===== src/rtl/intn_divcalc_pkg.sv =====
`timescale 1ns/1ps
package intn_divcalc_pkg;

  localparam int LO_W       = 16;
  localparam int FRAC_BITS  = 29;
  localparam int DIV_W      = LO_W + FRAC_BITS;
  localparam int DROP       = 5;
  localparam int LSB_SCALE  = FRAC_BITS - DROP;
  localparam int HI_W       = 16;
  localparam int LO_FW      = 8;
  localparam int MAX_LO     = 5400;
  localparam int REF_MHZ    = 50;
  localparam int VCO_SPLIT  = 3200;
  localparam int EXP_CAP    = 5;
  localparam int EXP_W      = $clog2(EXP_CAP + 1);
  localparam int TUNE_W     = 40;
  localparam int HZ_PER_MHZ = 1000000;

  typedef enum logic [2:0] {
    S_IDLE,
    S_RATIO,
    S_LAUNCH,
    S_QUOT,
    S_FIN
  } calc_state_t;

  // Halve the range ratio until it reaches 1 or the exponent reaches its cap.
  function automatic logic [EXP_W-1:0] f_exp(input logic [DIV_W-1:0] ratio);
    logic [DIV_W-1:0] x;
    logic [EXP_W-1:0] e;
    x = ratio;
    e = '0;
    for (int i = 0; i < EXP_CAP; i++) begin
      if (x > DIV_W'(1)) begin
        e = e + EXP_W'(1);
        x = x >> 1;
      end
    end
    return e;
  endfunction

  // Achieved frequency: the divide by 2^(24+e) is an exact right shift.
  function automatic logic [TUNE_W-1:0] f_tune(input logic [DIV_W-1:0] q,
                                               input logic [EXP_W-1:0] e,
                                               input logic fb_hi);
    logic [63:0] scale;
    logic [63:0] num;
    scale = fb_hi ? 64'(REF_MHZ * 4 * HZ_PER_MHZ) : 64'(REF_MHZ * 2 * HZ_PER_MHZ);
    num   = 64'(q >> DROP) * scale;
    num   = num >> (LSB_SCALE + int'(e));
    return num[TUNE_W-1:0];
  endfunction

endpackage


===== src/rtl/intn_seqdiv.sv =====
`timescale 1ns/1ps
module intn_seqdiv #(
  parameter int DW = 45,
  parameter int VW = 16
) (
  input  logic          clk,
  input  logic          rst_n,
  input  logic          go,
  input  logic [DW-1:0] dividend,
  input  logic [VW-1:0] divisor,
  output logic          valid,
  output logic [DW-1:0] quot
);
  localparam int CW = $clog2(DW + 1);

  logic [DW-1:0] qsh;
  logic [VW-1:0] rem;
  logic [VW-1:0] dvs;
  logic [CW-1:0] cnt;
  logic          run;

  logic [VW:0]   trial;
  logic          fits;
  logic [VW:0]   next_rem;

  assign trial    = {rem, qsh[DW-1]};
  assign fits     = trial >= {1'b0, dvs};
  assign next_rem = fits ? (trial - {1'b0, dvs}) : trial;

  always_ff @(posedge clk or negedge rst_n) begin
    if (!rst_n) begin
      qsh   <= '0;
      rem   <= '0;
      dvs   <= '0;
      cnt   <= '0;
      run   <= 1'b0;
      valid <= 1'b0;
    end else begin
      valid <= 1'b0;
      if (go) begin
        qsh <= dividend;
        rem <= '0;
        dvs <= divisor;
        cnt <= CW'(DW);
        run <= 1'b1;
      end else if (run) begin
        qsh <= {qsh[DW-2:0], fits};
        rem <= next_rem[VW-1:0];
        cnt <= cnt - CW'(1);
        if (cnt == CW'(1)) begin
          run   <= 1'b0;
          valid <= 1'b1;
        end
      end
    end
  end

  assign quot = qsh;
endmodule


===== src/rtl/intn_plan_stage.sv =====
`timescale 1ns/1ps
module intn_plan_stage
  import intn_divcalc_pkg::*;
(
  input  logic [DIV_W-1:0] ratio,
  input  logic [LO_W-1:0]  lo,
  output logic [EXP_W-1:0] exp_o,
  output logic [LO_W-1:0]  vco_o,
  output logic             fb_hi_o
);
  assign exp_o   = f_exp(ratio);
  assign vco_o   = lo << exp_o;
  assign fb_hi_o = vco_o > LO_W'(VCO_SPLIT);
endmodule


===== src/rtl/intn_field_pack.sv =====
`timescale 1ns/1ps
module intn_field_pack
  import intn_divcalc_pkg::*;
(
  input  logic [DIV_W-1:0]  q,
  input  logic [EXP_W-1:0]  exp_i,
  input  logic              fb_hi,
  output logic [LO_W-1:0]   n_o,
  output logic [HI_W-1:0]   hi_o,
  output logic [LO_FW-1:0]  lo_o,
  output logic [1:0]        presc_o,
  output logic [1:0]        pump_o,
  output logic [TUNE_W-1:0] tune_o
);
  assign n_o     = q[DIV_W-1:FRAC_BITS];
  assign hi_o    = q[FRAC_BITS-1 -: HI_W];
  assign lo_o    = q[FRAC_BITS-1-HI_W -: LO_FW];
  assign presc_o = fb_hi ? 2'd2 : 2'd1;
  assign pump_o  = fb_hi ? 2'd3 : 2'd2;
  assign tune_o  = f_tune(q, exp_i, fb_hi);
endmodule


===== src/rtl/intn_divcalc.sv =====
`timescale 1ns/1ps
module intn_divcalc
  import intn_divcalc_pkg::*;
(
  input  logic              clk,
  input  logic              rst_n,
  input  logic              start,
  input  logic [LO_W-1:0]   lo_mhz,
  output logic              busy,
  output logic              done,
  output logic              err,
  output logic [EXP_W-1:0]  div_exp,
  output logic [LO_W-1:0]   vco_mhz,
  output logic [1:0]        fb_presc,
  output logic [1:0]        cp_code,
  output logic [LO_W-1:0]   n_int,
  output logic [HI_W-1:0]   frac_hi,
  output logic [LO_FW-1:0]  frac_lo,
  output logic [TUNE_W-1:0] tune_hz
);
  calc_state_t state;

  logic [LO_W-1:0]  lo_q;
  logic [EXP_W-1:0] exp_q;
  logic [LO_W-1:0]  vco_q;
  logic             fbhi_q;
  logic [DIV_W-1:0] q_q;

  logic             accept;
  logic             reject;
  logic             div_go;
  logic             div_valid;
  logic [DIV_W-1:0] div_num;
  logic [LO_W-1:0]  div_den;
  logic [DIV_W-1:0] div_quot;

  logic [EXP_W-1:0] p_exp;
  logic [LO_W-1:0]  p_vco;
  logic             p_fbhi;

  logic [LO_W-1:0]   f_n;
  logic [HI_W-1:0]   f_hi;
  logic [LO_FW-1:0]  f_lo;
  logic [1:0]        f_presc;
  logic [1:0]        f_pump;
  logic [TUNE_W-1:0] f_tn;

  assign accept = (state == S_IDLE) && start && (lo_mhz != '0);
  assign reject = (state == S_IDLE) && start && (lo_mhz == '0);
  assign div_go = accept || (state == S_LAUNCH);

  // The idle state feeds the range ratio; later states feed the feedback quotient.
  assign div_num = (state == S_IDLE) ? DIV_W'(MAX_LO) : {vco_q, {FRAC_BITS{1'b0}}};
  assign div_den = (state == S_IDLE) ? lo_mhz
                 : (fbhi_q ? LO_W'(REF_MHZ * 4) : LO_W'(REF_MHZ * 2));

  intn_seqdiv #(.DW(DIV_W), .VW(LO_W)) u_div (
    .clk      (clk),
    .rst_n    (rst_n),
    .go       (div_go),
    .dividend (div_num),
    .divisor  (div_den),
    .valid    (div_valid),
    .quot     (div_quot)
  );

  intn_plan_stage u_plan (
    .ratio   (div_quot),
    .lo      (lo_q),
    .exp_o   (p_exp),
    .vco_o   (p_vco),
    .fb_hi_o (p_fbhi)
  );

  intn_field_pack u_pack (
    .q       (q_q),
    .exp_i   (exp_q),
    .fb_hi   (fbhi_q),
    .n_o     (f_n),
    .hi_o    (f_hi),
    .lo_o    (f_lo),
    .presc_o (f_presc),
    .pump_o  (f_pump),
    .tune_o  (f_tn)
  );

  always_ff @(posedge clk or negedge rst_n) begin
    if (!rst_n) begin
      state    <= S_IDLE;
      lo_q     <= '0;
      exp_q    <= '0;
      vco_q    <= '0;
      fbhi_q   <= 1'b0;
      q_q      <= '0;
      done     <= 1'b0;
      err      <= 1'b0;
      div_exp  <= '0;
      vco_mhz  <= '0;
      fb_presc <= '0;
      cp_code  <= '0;
      n_int    <= '0;
      frac_hi  <= '0;
      frac_lo  <= '0;
      tune_hz  <= '0;
    end else begin
      done <= 1'b0;
      case (state)
        S_IDLE: begin
          if (accept) begin
            lo_q  <= lo_mhz;
            err   <= 1'b0;
            state <= S_RATIO;
          end else if (reject) begin
            err  <= 1'b1;
            done <= 1'b1;
          end
        end
        S_RATIO: begin
          if (div_valid) begin
            exp_q  <= p_exp;
            vco_q  <= p_vco;
            fbhi_q <= p_fbhi;
            state  <= S_LAUNCH;
          end
        end
        S_LAUNCH: state <= S_QUOT;
        S_QUOT: begin
          if (div_valid) begin
            q_q   <= div_quot;
            state <= S_FIN;
          end
        end
        S_FIN: begin
          div_exp  <= exp_q;
          vco_mhz  <= vco_q;
          fb_presc <= f_presc;
          cp_code  <= f_pump;
          n_int    <= f_n;
          frac_hi  <= f_hi;
          frac_lo  <= f_lo;
          tune_hz  <= f_tn;
          done     <= 1'b1;
          state    <= S_IDLE;
        end
        default: state <= S_IDLE;
      endcase
    end
  end

  assign busy = (state != S_IDLE);
endmodule


===== config.mk =====
export PLATFORM = sky130hd
export DESIGN_NAME = intn_divcalc
export DESIGN_NICKNAME = d
export VERILOG_FILES = /design/src/rtl/intn_divcalc_pkg.sv /design/src/rtl/intn_seqdiv.sv /design/src/rtl/intn_plan_stage.sv /design/src/rtl/intn_field_pack.sv /design/src/rtl/intn_divcalc.sv
export SDC_FILE = /design/constraint.sdc
export NUM_CORES = 2
export LEC_CHECK = 0
export ABC_CLOCK_PERIOD_IN_PS = 7900
export BUFFER_PORTS_ARGS = -buffer_cell sky130_fd_sc_hd__buf_2
export CAP_MARGIN = 25
export CORE_ASPECT_RATIO = 0.7
export CORE_UTILIZATION = 28
export DETAILED_ROUTE_END_ITERATION = 6
export GPL_TIMING_DRIVEN = 0
export HOLD_SLACK_MARGIN = 0.02
export SYNTH_ARGS = -nofsm -noshare
export SYNTH_HDL_FRONTEND = slang
export SYNTH_SLANG_ARGS = --single-unit

===== constraint.sdc =====
create_clock -name clk -period 7.9 [get_ports clk]
set_clock_uncertainty 0.1 [all_clocks]
set_input_delay 0.395 -clock clk [delete_from_list [all_inputs] [get_ports clk]]
set_output_delay 0.395 -clock clk [all_outputs]
set_load 0.05 [all_outputs]

**After elaboration in Yosys (flattened, before gate mapping)**

Cells that the tools add are included.
W data, S select, Z words.

- Shifts and indexed selects: 2
- Magnitude comparators: 7
- Reduce and logical (&&, ||, !) cells: 15
- $add $sub $neg: 7
- Multiplexer cells: 37
- Equal/unequal tests: 8
- Multipliers: 1

Operators by type and width:

| cell | count |
|---|---|
| $mux W45 | 7 |
| $gt A45 B1 Y1 const B | 5 |
| $mul A40 B64 Y64 | 1 |
| $mux W16 | 4 |
| $shr A64 B6 Y40 | 1 |
| $mux W28 | 1 |
| $mux W3 | 7 |
| $ge A17 B16 Y1 | 1 |
| $gt A16 B12 Y1 const B | 1 |
| $logic_not A16 Y1 | 1 |
| $reduce_bool A16 Y1 | 1 |
| $shl A16 B3 Y16 | 1 |
| $sub A16 B16 Y16 | 1 |
| $mux W1 | 12 |
| $mux W6 | 2 |
| $pmux W3 S4 | 1 |
| $add A3 B1 Y3 const B | 3 |
| $mux W8 | 1 |
| $reduce_and A2 Y1 | 4 |
| $add A5 B3 Y6 const A | 1 |
| $eq A3 B2 Y1 const B | 2 |
| $eq A6 B1 Y1 const B | 1 |
| $sub A6 B1 Y6 const B | 1 |
| $ne A2 B1 Y1 const B | 2 |
| other kinds (12) | 15 |

- Output and inout bits: 106
- Logic and storage cells: 99
- Bits in registers: 274
- Input port bits: 19

**Logic depth before layout (Yosys ltp)**

- Depth after elaboration: 12
- Mapped depth: 29
- Mapped depth without buffers: 26

**Modules after synthesis**

From an unflattened synthesis, not the netlist that was laid out.

- Cells, all modules: 3483
- Area, all modules: 34549.4 µm²

By module, submodules not included:

| module | instances | area an instance (µm²) | cells each |
|---|---|---|---|
| intn_field_pack | 1 | 21448.1 | 2385 |
| intn_divcalc | 1 | 7298.2 | 456 |
| intn_seqdiv | 1 | 4645.7 | 484 |
| intn_plan_stage | 1 | 1157.4 | 158 |

**Worst setup path before layout**

Ideal clock, no wire load.

- Kind: reg2reg
- From: reg fbhi_q
- To: reg tune_hz[20]
- Cell stages (with the launch flop): 29
- Data required time: 7.675 ns
- Path slack: -0.370 ns
- Arrival time: 8.045 ns
- Library setup time: 0.125 ns
- Path buffers: 4
- Cells stage by stage: dfrtp_1 clkbuf_1 clkbuf_1 clkbuf_1 nand2_1 inv_1 fa_1 fa_1 inv_1 fa_1 inv_1 fa_1 inv_1 fa_1 inv_1 fa_1 fa_1 ha_1 buf_6 a21o_1 a21o_1 or3_4 nand4b_4 a31o_4 o32a_1 xor2_1 mux2_2 mux4_2 mux2_2

- Cells in the longest elaborated chain, start to end: 3

RTL lines:

| item | line | text |
|---|---|---|
| start, declared | intn_divcalc.sv:26 | `logic fbhi_q;` |
| start signal, assigned | intn_divcalc.sv:122 | `fbhi_q <= p_fbhi;` |
| $mux W28 | intn_divcalc_pkg.sv:48 | `scale = fb_hi ? 64'(REF_MHZ * 4 * HZ_PER_MHZ) : 64'(REF_MHZ * 2 * HZ_PER_MHZ);` |
| $mul A40 B64 Y64 | intn_divcalc_pkg.sv:49 | `num = 64'(q >> DROP) * scale;` |
| $shr A64 B6 Y40 | intn_divcalc_pkg.sv:50 | `num = num >> (LSB_SCALE + int'(e));` |
| end signal, assigned | intn_divcalc.sv:141 | `tune_hz <= f_tn;` |
| end, declared | intn_divcalc.sv:19 | `output logic [TUNE_W-1:0] tune_hz` |

No other way between the ends.
A chain may end at the register's enable or synchronous reset.

**Final worst setup path**

Same ends and word-level chain as after synthesis.

==> results by group <==
Run status
  – Status: finished, violations left
  – Failing checks: setup timing

Worst setup path
  – Startpoint Class: flop
  – Worst R2R Setup Slack: -0.19 ns
  – Worst Setup End Kind: flop
  – Max stage delay on crit path: 0.55 ns
  – Worst path bufs/invs: 9
  – Setup crit start: fbhi_q$_DFFE_PN0P_
  – CP required: 8.28 ns
  – Worst r2r src: fbhi_q$_DFFE_PN0P_
  – Crit path max-delay family: adder cells
  – Crit Path Class: reg -> reg
  – R2R cell count: 28
  – Reg2reg end: tune_hz[20]$_DFFE_PN0P_
  – Worst EP arrival: 8.47 ns
  – CP max FO: 6
  – Critical-path top delay cell: fa_1
  – Most used cell, CP: fa_1

Power
  – Switch Pwr: 0.808 mW
  – Combinational power share: 7.8%
  – Sw Ratio: 25.6%
  – Sequential Power Share: 43.7%
  – LEAKAGE: 20.3 nW
  – Power density cells: 82.1 mW/mm²
  – Internal: 2.35 mW
  – Clock power frac: 48.6%
  – Peak supply drop: 0.000158 V

Final layout
  – Layout Nets: 4449
  – Layout cells sized above 1: 16.3%
  – FF/Latch Area: 0.00672 mm²
  – Synth-to-layout area growth: 19.5%
  – Area taken by multi-input logic gates: 0.0242 mm²
  – Layout Cells excl Fill: 5170
  – Fill cell count: 11680

Clock tree
  – Clock Path Buffers: 3
  – Clk root buf: clkbuf_16
  – TritonCTS clock tree: built
  – Clk_lat worst skew: 0.64 ns
  – Clock slew at reported path FFs: 0.07 ns
  – Num CTS Buffers: 30
  – Htree depth: 1
  – CTS Sinks: 268

Timing
  – Final Setup Violations: 8
  – WHS: 0.256 ns
  – Final Hold Fails: 0
  – Final worst setup slack: -0.195 ns
  – RSZ-0062 raised after global routing: yes
  – Fin crit share: 102%
  – Least-Margin Pin Slew: 1.09 ns
  – Min Tclk post-route: 8.09 ns
  – Slew HR: 27.6%
  – Max Freq: 124 MHz
  – Final Max Tran Viols: 0

Synthesis
  – Most used DFF post-synth: dfrtp_1
  – Syn_area_per_cell: 9.63 µm²
  – Register area share after synthesis: 20.8%
  – Gate Count Post-Synth: 3345
  – Cell area after synthesis: 0.0322 mm²
  – Synth async-reset ratio: 100%
  – Top cell type's share of synthesized area: 30.1%
  – EDFF count, synth: 0
  – Synth top cells by count: 623 x inv_1, 484 x fa_1, 434 x nand2_1
  – Syn. warnings: 0
  – Synth area leaders: fa_1 30%, dfrtp_1 21%, ha_1 13%
  – Distinct cells, synth: 84
  – Cell accounting for the most synthesized area: fa_1
  – Register bit total from synthesis: 268
  – Most numerous cell in the Yosys netlist: inv_1

Global route
  – Initial antenna violation count: 4
  – First-pass GRT wire length: 157000 µm
  – Vias in the first global route: 24611
  – Gr usage total: 17.6%
  – GRT overflow: 0
  – Largest net degree at the start of global routing: 101

Placement
  – I/O Buffers: 124
  – HPWL after DPL: 86800 µm
  – Gpl congestion: 0.925
  – Inst Count DP: 5035

Floorplan
  – Initial core utilization: 28.4%
  – Rows: 103
  – Core ar.: 0.113 mm²
  – Top Ports: 125
  – Chip width: 407 µm
  – Die H: 286 µm
  – Die area: 0.116 mm²

Route
  – Routed wirelength normalized by instance count: 20.2 µm
  – Total wire length: 104000 µm
  – DR vias: 24918
  – Vias per inst: 4.82
  – Antenna-violating nets left: 0
  – DRC: 0
  – First-pass iteration count of the detailed router: 6
  – 1st-iter DRT viols: 2249

Min path
  – Hold Crit Class: in -> async

Flow run
  – Max-cap violation count: 0
metal layers:
layer	part of all wire (%)	GRT usage, %	vias up
li1	-	-	11369
met5	0	0	-
met3	9.5	4.66	68
met1	47	26.9	12638
met2	42	25.2	843
met4	1.4	2.28	0
through the flow:
stage	area (µm²)	util [%]	TNS (ns)	power, mW	worst slack, ns
floorplan	32400	-	0	1.53	0.00797
global route	38500	33.9	-3.56	3.26	-0.363
CTS	37500	33.0	-1.65	3.17	-0.282
finish	38500	33.9	-0.531	3.16	-0.195
detailed placement	35000	30.9	-52.01	1.61	-1.77
global placement	34900	30.8	-65.57	1.61	-2.12
power by group through the flow:
stage               sequential (mW)  clock [mW]  combinational [mW]
finish                         1.38        1.53               0.245
global route                   1.38        1.61               0.273
CTS                            1.38        1.56               0.232
detailed placement             1.41           0               0.209
global placement               1.41           0               0.202
floorplan                      1.42           0               0.111
worst max-delay path by stage:
stage / to / slack (ns) / cells after the start
detailed placement: tune_hz[20]$_DFFE_PN0P_ / -1.77 / 26
global route: tune_hz[20]$_DFFE_PN0P_ / -0.36 / 28
floorplan: tune_hz[20]$_DFFE_PN0P_ / 0.008 / 28
finish: tune_hz[20]$_DFFE_PN0P_ / -0.19 / 28
CTS: tune_hz[20]$_DFFE_PN0P_ / -0.28 / 28
global placement: tune_hz[20]$_DFFE_PN0P_ / -2.12 / 25
cell usage in the layout (no fill, tap or decap), types with 26 or more instances in the layout:
cell type / count
buf_4: 66
nor3_1: 32
clkbuf_16: 36
o21ai_0: 174
mux4_2: 27
ha_1: 291
nand3_1: 52
mux2i_1: 84
fa_1: 464
nand2_2: 34
inv_1: 599
a21oi_1: 68
buf_2: 126
ha_4: 26
nand2b_1: 31
nor2_1: 97
conb_1: 41
dfrtp_1: 257
nand2_1: 387
clkbuf_1: 137
kinds of logic after synthesis:
group,after synthesis,share of synthesized area [%]
buffers and inverters,798,9.35
other,2,0.0233
AOI/OAI and AO/OA,488,9.54
and+or+nand+nor,813,11.5
adders and majority gates,807,42.6
xor gates and xnor gates,45,1.22
muxes,124,4.95
DFF,268,20.8
registers in the layout (all words and copies together) (netlist names), 2 cells and up:
signal,flops
tune_hz,40
u_div.rem,16
u_div.cnt,6
lo_q,16
div_exp,3
cp_code,2
exp_q,3
vco_q,16
u_div.dvs,16
u_div.quot,45
frac_hi,16
vco_mhz,16
state,3
q_q,40
n_int,16
frac_lo,8
cell type report:
| type | count | share of cell area, % |
|---|---|---|
| antenna | 3 | 0.0195 |
| buffer | 162 | 2.03 |
| clock buffer | 41 | 2.19 |
| clock inverter | 13 | 0.533 |
| inverter | 625 | 6.11 |
| multi-input combinational | 2318 | 62.8 |
| sequential | 268 | 17.5 |
| tap | 1522 | 4.95 |
| timing repair buffer | 218 | 3.94 |
what timing repair did:
action | 4_1_cts | 5_1_grt
hold buffers | 18 | 0
setup buffers | 41 | 27
pin swaps | 73 | 118
gates cloned | 4 | 1
setup endpoints to repair | 40 | 40
hold endpoints to repair | 109 | 0
gates resized for setup | 215 | 189
(Power assumes the default switching activity.)
